==> src/rtl/mw_pkg.sv <==
package mw_pkg;
  typedef enum logic [1:0] {
    MW_READ  = 2'd0,
    MW_WRITE = 2'd1,
    MW_WREN  = 2'd2,
    MW_WRDIS = 2'd3
  } mw_op_e;

  typedef enum logic [2:0] {
    S_IDLE, S_SETUP, S_LO, S_HI, S_TAIL, S_GAP, S_POLL, S_DONE
  } mw_state_e;

  localparam logic [2:0] OPC_RD  = 3'b110;
  localparam logic [2:0] OPC_WR  = 3'b101;
  localparam logic [4:0] OPC_EN  = 5'b10011;
  localparam logic [4:0] OPC_DIS = 5'b10000;
  localparam int unsigned EXT_PAD = 6;
  localparam int unsigned EXT_W   = 5 + EXT_PAD;
endpackage

==> src/rtl/mw_tick_gen.sv <==
module mw_tick_gen #(
  parameter int unsigned DIV = 250
) (
  input  logic clk_i,
  input  logic rst_ni,
  input  logic en_i,
  output logic tick_o
);
  localparam int unsigned CW = (DIV > 1) ? $clog2(DIV) : 1;

  logic [CW-1:0] cnt_q;

  assign tick_o = en_i && (cnt_q == CW'(DIV - 1));

  always_ff @(posedge clk_i or negedge rst_ni) begin
    if (!rst_ni)               cnt_q <= '0;
    else if (!en_i || tick_o)  cnt_q <= '0;
    else                       cnt_q <= cnt_q + 1'b1;
  end
endmodule

==> src/rtl/mw_frame_fmt.sv <==
module mw_frame_fmt
  import mw_pkg::*;
#(
  parameter int unsigned ADDR_WIDE   = 8,
  parameter int unsigned ADDR_NARROW = 6,
  parameter int unsigned DATA_W      = 16,
  localparam int unsigned FRAME_W    = 3 + ADDR_WIDE + DATA_W,
  localparam int unsigned CW         = $clog2(FRAME_W + 1)
) (
  input  mw_op_e               op_i,
  input  logic [ADDR_WIDE-1:0] addr_i,
  input  logic [DATA_W-1:0]    data_i,
  input  logic                 wide_i,
  output logic [FRAME_W-1:0]   frame_o,
  output logic [CW-1:0]        bits_o
);
  localparam int unsigned DIFF = ADDR_WIDE - ADDR_NARROW;

  logic [2:0]        opc;
  logic [DATA_W-1:0] data_f;
  logic [4:0]        ext_opc;

  always_comb begin
    opc     = (op_i == MW_READ) ? OPC_RD : OPC_WR;
    data_f  = (op_i == MW_WRITE) ? data_i : '0;
    ext_opc = (op_i == MW_WREN) ? OPC_EN : OPC_DIS;
    if (op_i == MW_WREN || op_i == MW_WRDIS) begin
      frame_o = FRAME_W'({ext_opc, {EXT_PAD{1'b0}}}) << (FRAME_W - EXT_W);
      bits_o  = CW'(EXT_W);
    end else if (wide_i) begin
      frame_o = {opc, addr_i, data_f};
      bits_o  = (op_i == MW_READ) ? CW'(3 + ADDR_WIDE) : CW'(3 + ADDR_WIDE + DATA_W);
    end else begin
      // left-align the shorter frame so the engine always shifts from the MSB
      frame_o = FRAME_W'({opc, addr_i[ADDR_NARROW-1:0], data_f}) << DIFF;
      bits_o  = (op_i == MW_READ) ? CW'(3 + ADDR_NARROW) : CW'(3 + ADDR_NARROW + DATA_W);
    end
  end
endmodule

==> src/rtl/mw_eeprom_ctrl.sv <==
module mw_eeprom_ctrl
  import mw_pkg::*;
#(
  parameter int unsigned PHASE_DIV   = 250,
  parameter int unsigned WR_TIMEOUT  = 2500000,
  parameter int unsigned ADDR_WIDE   = 8,
  parameter int unsigned ADDR_NARROW = 6,
  parameter int unsigned DATA_W      = 16
) (
  input  logic                 clk_i,
  input  logic                 rst_ni,
  input  logic                 req_i,
  input  logic [1:0]           op_i,
  input  logic [ADDR_WIDE-1:0] addr_i,
  input  logic [DATA_W-1:0]    wdata_i,
  input  logic                 wide_addr_i,
  output logic                 ack_o,
  output logic [DATA_W-1:0]    rdata_o,
  output logic                 done_o,
  output logic                 own_o,
  output logic                 cs_o,
  output logic                 sk_o,
  output logic                 di_o,
  input  logic                 do_i
);
  localparam int unsigned FRAME_W = 3 + ADDR_WIDE + DATA_W;
  localparam int unsigned CW      = $clog2(FRAME_W + 1);
  localparam int unsigned TW      = $clog2(WR_TIMEOUT + 1);

  mw_state_e            state_q;
  mw_op_e               op_q;
  logic [FRAME_W-1:0]   frame_q, frame_d;
  logic [CW-1:0]        bits_q, bits_d;
  logic                 rx_q, polled_q, tick, tick_en;
  logic [TW-1:0]        to_q;
  logic [DATA_W-1:0]    rdata_q;

  mw_frame_fmt #(
    .ADDR_WIDE(ADDR_WIDE), .ADDR_NARROW(ADDR_NARROW), .DATA_W(DATA_W)
  ) i_fmt (
    .op_i   (mw_op_e'(op_i)),
    .addr_i (addr_i),
    .data_i (wdata_i),
    .wide_i (wide_addr_i),
    .frame_o(frame_d),
    .bits_o (bits_d)
  );

  assign tick_en = state_q inside {S_SETUP, S_LO, S_HI, S_TAIL, S_GAP};

  mw_tick_gen #(.DIV(PHASE_DIV)) i_tick (
    .clk_i (clk_i),
    .rst_ni(rst_ni),
    .en_i  (tick_en),
    .tick_o(tick)
  );

  assign ack_o = req_i && (state_q == S_IDLE);

  always_ff @(posedge clk_i or negedge rst_ni) begin
    if (!rst_ni) begin
      state_q  <= S_IDLE;
      op_q     <= MW_READ;
      frame_q  <= '0;
      bits_q   <= '0;
      rx_q     <= 1'b0;
      polled_q <= 1'b0;
      to_q     <= '0;
      rdata_q  <= '0;
    end else begin
      unique case (state_q)
        S_IDLE: if (ack_o) begin
          op_q     <= mw_op_e'(op_i);
          frame_q  <= frame_d;
          bits_q   <= bits_d;
          rx_q     <= 1'b0;
          polled_q <= 1'b0;
          state_q  <= S_SETUP;
        end
        S_SETUP: if (tick) state_q <= S_LO;
        S_LO:    if (tick) state_q <= S_HI;
        S_HI: if (tick) begin
          if (rx_q) rdata_q <= {rdata_q[DATA_W-2:0], do_i};
          if (bits_q == CW'(1)) begin
            if (!rx_q && op_q == MW_READ) begin
              rx_q    <= 1'b1;
              bits_q  <= CW'(DATA_W);
              state_q <= S_LO;
            end else begin
              state_q <= S_TAIL;
            end
          end else begin
            bits_q  <= bits_q - 1'b1;
            frame_q <= frame_q << 1;
            state_q <= S_LO;
          end
        end
        S_TAIL: if (tick) state_q <= S_GAP;
        S_GAP: if (tick) begin
          if (op_q == MW_WRITE && !polled_q) begin
            polled_q <= 1'b1;
            to_q     <= '0;
            state_q  <= S_POLL;
          end else begin
            state_q  <= S_DONE;
          end
        end
        S_POLL: begin
          if (do_i || to_q == TW'(WR_TIMEOUT - 1)) state_q <= S_GAP;
          else                                      to_q    <= to_q + 1'b1;
        end
        S_DONE:  state_q <= S_IDLE;
        default: state_q <= S_IDLE;
      endcase
    end
  end

  assign cs_o    = state_q inside {S_SETUP, S_LO, S_HI, S_TAIL, S_POLL};
  assign sk_o    = (state_q == S_HI);
  assign di_o    = (state_q inside {S_LO, S_HI}) && !rx_q && frame_q[FRAME_W-1];
  assign own_o   = (state_q != S_IDLE) && (state_q != S_DONE);
  assign done_o  = (state_q == S_DONE);
  assign rdata_o = rdata_q;
endmodule

==> config.mk <==
export PLATFORM = sky130hd
export DESIGN_NAME = mw_eeprom_ctrl
export DESIGN_NICKNAME = d
export VERILOG_FILES = /design/src/rtl/mw_pkg.sv /design/src/rtl/mw_tick_gen.sv /design/src/rtl/mw_frame_fmt.sv /design/src/rtl/mw_eeprom_ctrl.sv
export SDC_FILE = /design/constraint.sdc
export NUM_CORES = 1
export LEC_CHECK = 0
export ABC_AREA = 0
export BUFFER_PORTS_ARGS = -buffer_cell sky130_fd_sc_hd__clkbuf_2
export CORE_MARGIN = 3
export CORE_UTILIZATION = 35
export CTS_CLUSTER_DIAMETER = 100
export DETAILED_ROUTE_END_ITERATION = 12
export HOLD_SLACK_MARGIN = 0.1
export SKIP_LAST_GASP = 1
export SLEW_MARGIN = 20
export SYNTH_ARGS = -nofsm -noshare
export SYNTH_HDL_FRONTEND = slang
export SYNTH_SLANG_ARGS = --single-unit
==> constraint.sdc <==
create_clock -name clk_i -period 4.9 [get_ports clk_i]
set_clock_uncertainty 0.2 [all_clocks]
set_input_delay 0.98 -clock clk_i [delete_from_list [all_inputs] [get_ports clk_i]]
set_output_delay 0.98 -clock clk_i [all_outputs]
set_load 0.01 [all_outputs]
# --- Word level (Yosys, flattened, before mapping) ---
# Index checks and enable logic that the tools add are counted.
totals:
  mem_count: 0
  latch_bits: 0
  elab_cells: 113
  register_bits: 85
  ramBits: 0
  mem_bits_ro: 0
classes:
  n_reduce_logical: 31
  muxes: 42
  div_mod_pow: 0
  eq_ne: 28
  shifts: 0
  n_addsub: 3
  magnitude_cmp: 0
  multipliers: 0
  n_bitwise: 0
op_table:
  columns: ["operator", "n"]
  rows:
  - ["$mux W27", 3]
  - ["$mux W22", 3]
  - ["$pmux W27 S2", 1]
  - ["$pmux W22 S2", 1]
  - ["$mux W5", 8]
  - ["$mux W3", 9]
  - ["$mux W26", 1]
  - ["$mux W24", 1]
  - ["$pmux W3 S8", 1]
  - ["$add A22 B1 Y22 const B", 1]
  - ["$eq A22 B22 Y1 const B", 1]
  - ["$mux W16", 1]
  - ["$ne A2 B1 Y1 const B", 8]
  - ["$reduce_and A4 Y1", 4]
  - ["$eq A3 B3 Y1 const B", 4]
  - ["$pmux W5 S2", 1]
  - ["$reduce_bool A5 Y1", 2]
  - ["$add A8 B1 Y8 const B", 1]
  - ["$eq A8 B8 Y1 const B", 1]
  - ["$mux W8", 1]
  - ["$ne A2 B2 Y1 const B", 4]
  - ["$reduce_bool A2 Y1", 4]
  - ["$logic_and A1 B1 Y1", 7]
  - ["$mux W1", 7]
  - ["19 further kinds", 29]

# --- Logic depth before layout (Yosys ltp) ---
# Gate-level depths: netlist of run 1.
depth:
  word_depth: 6
  depth_mapped: 9

# --- By module ---
# From an unflattened synthesis of run 1, not the netlist that was laid out.
unflattened:
  cells_unflattened: 523
  hier_area_um2: 4862.2
modules_own_cells:
  columns: ["mod", "seq_area_each_um2", "cells_per_inst", "area_each_um2", "n_inst"]
  rows:
  - ["mw_eeprom_ctrl", 1926.8, 415, 3956.3, 1]
  - ["mw_frame_fmt", 0.0, 64, 462.9, 1]
  - ["mw_tick_gen", 200.2, 44, 442.9, 1]

# --- Worst setup path before layout of run 1 ---
# No wires, ideal clock.
synth_path:
  kind: "input -> output"
  start: "in req_i"
  end: "out ack_o"
  t_arrival_ns: 1.377
  n_path_buf: 1
  cell_stages: 2
  slack_ns: 2.343
  path_cell_list: "and3_1 > clkbuf_1"
synth_via:
  elab_chain_cells: 1
synth_lines:
  columns: ["item", "line", "source"]
  rows:
  - ["start: declaration", "mw_eeprom_ctrl.sv:12", "input logic req_i,"]
  - ["$logic_and A1 B1 Y1", "mw_eeprom_ctrl.sv:58", "assign ack_o = req_i && (state_q == S_IDLE);"]
  - ["end: declaration", "mw_eeprom_ctrl.sv:17", "output logic ack_o,"]
# No other way between the ends.

# --- Worst setup path after layout of run 1 ---
layout_path:
  start: "reg state_q[1]"
  end: "out sk_o"
layout_via:
  elab_chain_cells: 1
layout_lines:
  columns: ["item", "line", "source"]
  rows:
  - ["start: declaration", "mw_eeprom_ctrl.sv:30", "mw_state_e state_q;"]
  - ["start signal: assignment", "mw_eeprom_ctrl.sv:62", "state_q <= S_IDLE;"]
  - ["start signal: assignment", "mw_eeprom_ctrl.sv:78", "state_q <= S_SETUP;"]
  - ["start signal: assignment", "mw_eeprom_ctrl.sv:80", "S_SETUP: if (tick) state_q <= S_LO;"]
  - ["$eq A3 B2 Y1", "mw_eeprom_ctrl.sv:119", "assign sk_o = (state_q == S_HI);"]
  - ["end: declaration", "mw_eeprom_ctrl.sv:22", "output logic sk_o,"]
# No other way between the ends.

==> results of run 1 <==
worst max-delay path: cells and delay by family (launching register included):
kind                   cells  cell delay (ps)
buffers and inverters      3              710
DFF                        1              540
and+or+nand+nor            2              360
metrics by stage:
step	hold WS, ps	power (mW)
3_5_place_dp	295	1.43
6_report	298	2.12
5_1_grt	321	2.26
2_1_floorplan	253	1.30
3_3_place_gp	272	1.41
4_1_cts	304	2.14
placed cells by master, fill, tap and decap left out, types with 2 or more instances in the layout:
| cell type | instances |
|---|---|
| a22oi_1 | 16 |
| o31ai_1 | 3 |
| or4_1 | 3 |
| a41oi_1 | 6 |
| and2_1 | 4 |
| o21ai_0 | 11 |
| nand4_1 | 6 |
| nand3_2 | 3 |
| a31o_2 | 2 |
| nand2_1 | 34 |
| mux2_2 | 22 |
| nor2b_1 | 4 |
| nor2_1 | 49 |
| mux2i_1 | 4 |
| ha_1 | 5 |
| a21oi_1 | 53 |
| inv_1 | 11 |
| dfrtp_1 | 85 |
| xor2_1 | 2 |
| nor3_1 | 11 |
| nor4_1 | 4 |
| clkbuf_16 | 9 |
| nand3_1 | 6 |
| clkbuf_2 | 51 |
| buf_4 | 3 |
| a211oi_1 | 4 |
| clkinvlp_4 | 3 |
| and3_1 | 5 |
| xnor2_1 | 4 |
| a31oi_1 | 16 |
| mux2_1 | 9 |
| o21a_1 | 6 |
| o21ai_1 | 4 |
| or3_1 | 4 |
| and3_2 | 2 |
power by group through the flow:
stage,logic (mW),clock network [mW],registers [mW]
3_3_place_gp,0.391,0,1.02
3_5_place_dp,0.403,0,1.03
5_1_grt,0.467,0.750,1.04
2_1_floorplan,0.321,0,0.981
4_1_cts,0.404,0.721,1.02
6_report,0.404,0.701,1.02
synthesized netlist by cell type (2+ instances only):
| library cell | number | area, sq um |
|---|---|---|
| nand2_1 | 34 | 128 |
| nor3_1 | 11 | 55.1 |
| nand4_1 | 6 | 37.5 |
| dfrtp_1 | 85 | 2130 |
| ha_1 | 5 | 62.6 |
| buf_6 | 3 | 33.8 |
| o21a_1 | 6 | 45.0 |
| inv_1 | 11 | 41.3 |
| and3_2 | 2 | 15.0 |
| a22oi_1 | 16 | 120 |
| o21ai_0 | 11 | 55.1 |
| nor4_1 | 4 | 25.0 |
| a211oi_1 | 4 | 30.0 |
| mux2i_1 | 4 | 40.0 |
| clkbuf_1 | 18 | 67.6 |
| a31o_2 | 2 | 17.5 |
| a31oi_1 | 16 | 100 |
| or4_1 | 3 | 22.5 |
| and3_1 | 5 | 31.3 |
| o31ai_1 | 3 | 22.5 |
| nor2_1 | 49 | 184 |
| buf_2 | 6 | 30.0 |
| mux2_2 | 22 | 248 |
| and2_1 | 4 | 25.0 |
| mux2_1 | 9 | 101 |
| a21oi_1 | 54 | 270 |
| nand3_1 | 6 | 30.0 |
| xnor2_1 | 4 | 35.0 |
| nand3_2 | 3 | 30.0 |
| xor2_1 | 2 | 17.5 |
| or3_1 | 4 | 25.0 |
| nor2b_1 | 4 | 25.0 |
| o21ai_1 | 4 | 20.0 |
| a41oi_1 | 6 | 52.6 |
path summary, 6_finish.rpt:
path	to	slack [ps]
worst max-delay path	sk_o	1770
min in group asynchronous	to_q[17]	480
max in group asynchronous	rdata_o[8]	3140
worst min register to register	i_tick.cnt_q[0]	300
worst min-delay path	i_tick.cnt_q[0]	300
worst max register to register	frame_q[1]	2070
sequential cells by signal, indices dropped and copies added (netlist names):
signal / count
frame_q: 27
to_q: 22
rdata_o: 16
i_tick.cnt_q: 8
bits_q: 5
state_q: 3
op_q: 2
polled_q: 1
rx_q: 1
routing by layer:
layer  vias up  wire length [um]  share of wire, %
li1       1774                 -                 -
met1      1801              4770                46
met2        72              5000                49
met3        12               392               3.8
met4         0               111               1.1
met5         -                 0                 0
layout make-up:
class	instances	area, sq um
fillers	1243	7080
multi-input cells	337	2240
flip-flops and latches	85	2130
repair buffers	55	305
clock buffers	10	239
well taps	168	210
clock inverters	6	70.1
inverters	11	41.3
kinds of logic (layout without fill, tap and decap cells):
family | Yosys count | count (layout) | share of synthesized area, %
muxes | 36 | 36 | 8.91
and+or+nand+nor | 153 | 153 | 18.3
buffers and inverters | 39 | 82 | 3.89
xor gates and xnor gates | 6 | 6 | 1.16
adders and majority gates | 5 | 5 | 1.38
AOI/OAI and AO/OA | 137 | 137 | 19.5
DFF | 85 | 85 | 46.9
==> reports/summary.txt, run 1 <==
post-placement worst setup slack: 2100 ps
Max Slew Vio Count: 0
Clock Power Share: 33.1%
dominant synthesized flop cell: dfrtp_1
TritonRoute pass-1 iters: 5
EDFF count, synth: 0
Fin Setup TNS: 0 ps
number of core rows: 40
pin count of the biggest net entering global routing: 54
vias in the first global route: 3590
clock root buffer: clkbuf_16
# H-tree levels: 3
Clock Pin Slew Worst Setup and Hold Paths: 70 ps
Die Y: 120 um
Max-cap violations: 0
Sw Pwr: 0.636 mW
dpl cells: 655
Post-Syn Area: 0.00454 sq mm
Worst-Skew Late Latency: 340 ps
P per Cell Area: 405 mW/mm^2
Die X: 120 um
Peak VDD IR: 0.000275 V
crit path launch: state_q[1]
critical path type: reg -> out
remaining antenna violation count: 0
Mapped Avg Cell Area: 9.84 sq um
FFs w/ async S/R, synth: 100%
Post-Synthesis Cells: 461
Cell Count, Final, Fillers Out: 672
dpl cell area: 0.00490 sq mm
Startpoint Class: register
GRT Residual Overflow: 0
R2R cell count: 7
fmax: 319 MHz
Synth warnings: 0
detailed placement HPWL: 7000 um
crit path time final: 3130 ps
Vias per Instance: 5.44
Leak: 2.27 nW
final core occ: 42.5%
syn_nets: 497
layer with the highest usage: met2
ANT cells: 0
setup bufs post-CTS: 0
buffers added on ports: 52
worst stage delay on the critical path: 540 ps
initial antenna violation count: 0
switching share of power: 30.0%
Critical Path End Type: primary output
Setup Viol. Count Final: 0
Routed WL: 10300 um
Comb pwr share: 19.0%
worst slew pin tran: 990 ps
# resized after CTS: 0
nets: 535
placer congestion estimate: 0.839
Finished Cell Area: 0.00524 sq mm
CP Cell Sequence: and2_1 -> nand2_1 -> inv_1 -> buf_4 -> clkbuf_2
CP arrival: 1950 ps
Max-slew headroom: 33.7%
status: completed
DRT iter0 DRCs: 212
Yosys cell types: 69
met2 usage: 24.3%
P&R area growth vs syn: 15.4%
Required @ worst endpoint: 3720 ps
global-route wire length before repair: 17700 um
final period utilization: 63.9%
GRT Total Usage: 14.9%
core area: 0.0123 sq mm
Hold Vio Cnt, Final: 0
CTS max path bufs: 2
Top Ports: 53
Hold Crit Start: i_tick.cnt_q[0]
share of post-route cells with drive strength above 1: 22.8%
RSZ-0062 raised after global routing: false
die area: 0.0144 sq mm
met1 Use GR: 20.2%
WHS Path Cells: 1
fin worst setup slack: 1770 ps
Critical R2R Launch: state_q[2]
Initial Utilization: 36.8%
met3 Usage GRT: 2.78%
via count: 3659
CTS Buf Count: 9
cell-internal power: 1.48 mW
Seq/Total Area, Yosys: 46.9%
clock sinks: 85
# hold bufs at CTS: 0
#FFs+latches synth: 85
Hold/Removal Path Class: reg -> reg
CP max FO: 39
crit path max-delay cell type: dfrtp_1
Seq pwr share: 47.9%
CTS tree: done
routed length per placed instance: 15.3 um
Remaining DRCs: 0
(Power assumes the default switching activity.)
==> run 2: changes to the inputs <==
==> constraint.sdc (replaced) <==
create_clock -name clk_i -period 2.7 [get_ports clk_i]
set_clock_uncertainty 0.2 [all_clocks]
set_input_delay 0.54 -clock clk_i [delete_from_list [all_inputs] [get_ports clk_i]]
set_output_delay 0.54 -clock clk_i [all_outputs]
set_load 0.01 [all_outputs]
==> run 2 against run 1 <==
Against the previous run:
- critical path depth stayed put
- largest cell class unchanged
- critical path type unchanged
- combinational power grew 85%
- wire length fell by 2.7%
- utilization grew 0.83 points
==> reports/summary.txt, run 2 (synthesis gave the netlist of run 1 again) <==
die area: 0.0144 sq mm (unchanged)
CTS Buf Count: 9 (unchanged)
share of post-route cells with drive strength above 1: 24.6% (+1.8 points)
most common cell after layout, fill and taps aside: dfrtp_1
Max-cap violations: 0 (unchanged)
fmax: 397 MHz
clock sinks: 85 (unchanged)
P&R area growth vs syn: 17.7%
Top cell by count, worst path: inv_1
Max Slew Vio Count: 0 (unchanged)
status: completed
Startpoint Class: register
Critical R2R Launch: to_q[0]
Leak: 2.33 nW (+2.6%)
CP delay by family, top: flip-flops
Vias per Instance: 5.38 (-1.1%)
setup bufs post-CTS: 0 (unchanged)
via count: 3682 (+0.63%)
number of core rows: 40 (unchanged)
TritonRoute pass-1 iters: 4 (-1)
placer congestion estimate: 0.813 (-3.1%)
vias in the first global route: 3627 (+1.0%)
routed length per placed instance: 14.6 um (-4.4%)
P per Cell Area: 713 mW/mm^2 (+76%)
Reg-to-Reg End: to_q[18]
Clock Pin Slew Worst Setup and Hold Paths: 60 ps (about the same)
Setup Viol. Count Final: 0 (unchanged)
Die X: 120 um (unchanged)
Fin Setup TNS: 0 ps (unchanged)
Max-slew headroom: 56.6% (+23 points)
RSZ-0062 raised after global routing: false
Required @ worst endpoint: 1960 ps (-1760 ps)
dpl cell area: 0.00503 sq mm (+2.6%)
buffers added on ports: 52 (unchanged)
WHS Path Cells: 3 (+2)
initial antenna violation count: 0 (unchanged)
worst slew pin tran: 651 ps (-339 ps)
DRT iter0 DRCs: 233 (+9.9%)
Top Ports: 53 (unchanged)
CTS tree: done
global-route wire length before repair: 17200 um (-3.3%)
ANT cells: 0 (unchanged)
GRT Residual Overflow: 0 (unchanged)
critical path type: reg -> out
Fill cells: 1202 (-3.3%)
worst stage delay on the critical path: 630 ps (+90 ps)
Routed WL: 10000 um (-2.7%)
commonest non-fill, non-tap cells in the layout: dfrtp_1, a21oi_1, clkbuf_2, nor2_1, nand2_1
Peak VDD IR: 0.000354 V (+28%)
CP max FO: 38 (-2.6%)
clock root buffer: clkbuf_16
pin count of the biggest net entering global routing: 54 (unchanged)
Finished Cell Area: 0.00534 sq mm (+2.0%)
CTS max path bufs: 2 (unchanged)
Hold Vio Cnt, Final: 0 (unchanged)
Buf/Inv on CP: 4 (+1)
detailed placement HPWL: 7140 um (+2.0%)
# H-tree levels: 3 (unchanged)
Final Power: 3.81 mW (+80%)
Die Y: 120 um (unchanged)
remaining antenna violation count: 0 (unchanged)
Remaining DRCs: 0 (unchanged)
CP Cell Sequence: inv_1 -> nand2_1 -> inv_1 -> buf_12 -> clkbuf_2
GRT Total Usage: 14.6% (-0.34 points)
Largest register FFs: 27 (unchanged)
Worst-Skew Late Latency: 340 ps (about the same)
crit path max-delay cell type: dfrtp_1
CP arrival: 1780 ps (-170 ps)
Critical Path End Type: primary output
crit path time final: 2520 ps
final period utilization: 93.3%
R2R setup slack: 410 ps (-1660 ps)
Hold Crit Start: wdata_i[0]
Most flops, register: frame_q
nets: 547 (+2.2%)
Hold/Removal Path Class: in -> reg
R2R cell count: 6 (-1)
core area: 0.0123 sq mm (unchanged)
Worst Hold End: frame_q[0]
Initial Utilization: 36.8% (unchanged)
run 2: power by group:
group | leakage (nW) | internal, mW | switching (mW) | total [mW]
sequential | 1.08 | 1.59 | 0.241 | 1.83
clock | 0.138 | 0.719 | 0.508 | 1.23
combinational | 1.11 | 0.368 | 0.378 | 0.746
run 2: worst min-delay path, stage by stage:
cell,delay (ps)
clkbuf_2,90
nand4_1,70
o21ai_1,70
run 2: stage by stage:
step | hold slack, ps | utilization [%] | setup WS [ps] | cells
after global placement | 269 | 40.8 | 460 | 667
after floorplan | 44.4 | - | 408 | 461
after global routing | 271 | 43.4 | 6.81 | 684
final | 278 | 43.4 | 182 | 684
after CTS | 269 | 43.4 | 135 | 684
after detailed placement | 283 | 40.8 | 441 | 667
run 2: final cells by class:
type                       instances  area (sq um)  area share [%]
clock buffer                       9           225            4.22
clock inverter                     7          75.1            1.41
inverter                          11          41.3           0.773
multi-input combinational        337          2240            42.0
sequential                        85          2130            39.9
tap                              168           210            3.94
timing repair buffer              67           415            7.78
run 2: worst max-delay path by stage:
stage	startpoint	endpoint	slack (ps)	depth (start not counted)
2_1_floorplan	i_tick.cnt_q[0]	state_q[0]	410	8
3_3_place_gp	bits_q[1]	bits_q[3]	460	6
3_5_place_dp	to_q[0]	to_q[20]	440	6
4_1_cts	state_q[1]	sk_o	130	5
5_1_grt	state_q[2]	sk_o	7	5
6_report	state_q[2]	sk_o	180	5
run 2: per-layer routing:
| metal | global-route usage [%] | wire length, um | vias up |
|---|---|---|---|
| li1 | - | - | 1807 |
| met1 | 19.0 | 4630 | 1808 |
| met2 | 23.6 | 4880 | 58 |
| met3 | 4.43 | 392 | 9 |
| met4 | 4.22 | 103 | 0 |
| met5 | 0 | 0 | - |
run 2: timing repair:
item,4_1_cts,5_1_grt
endpoints found under the hold margin,46,0
hold buffers,1,0
endpoints found under the setup margin,0,1
resized for setup,0,1
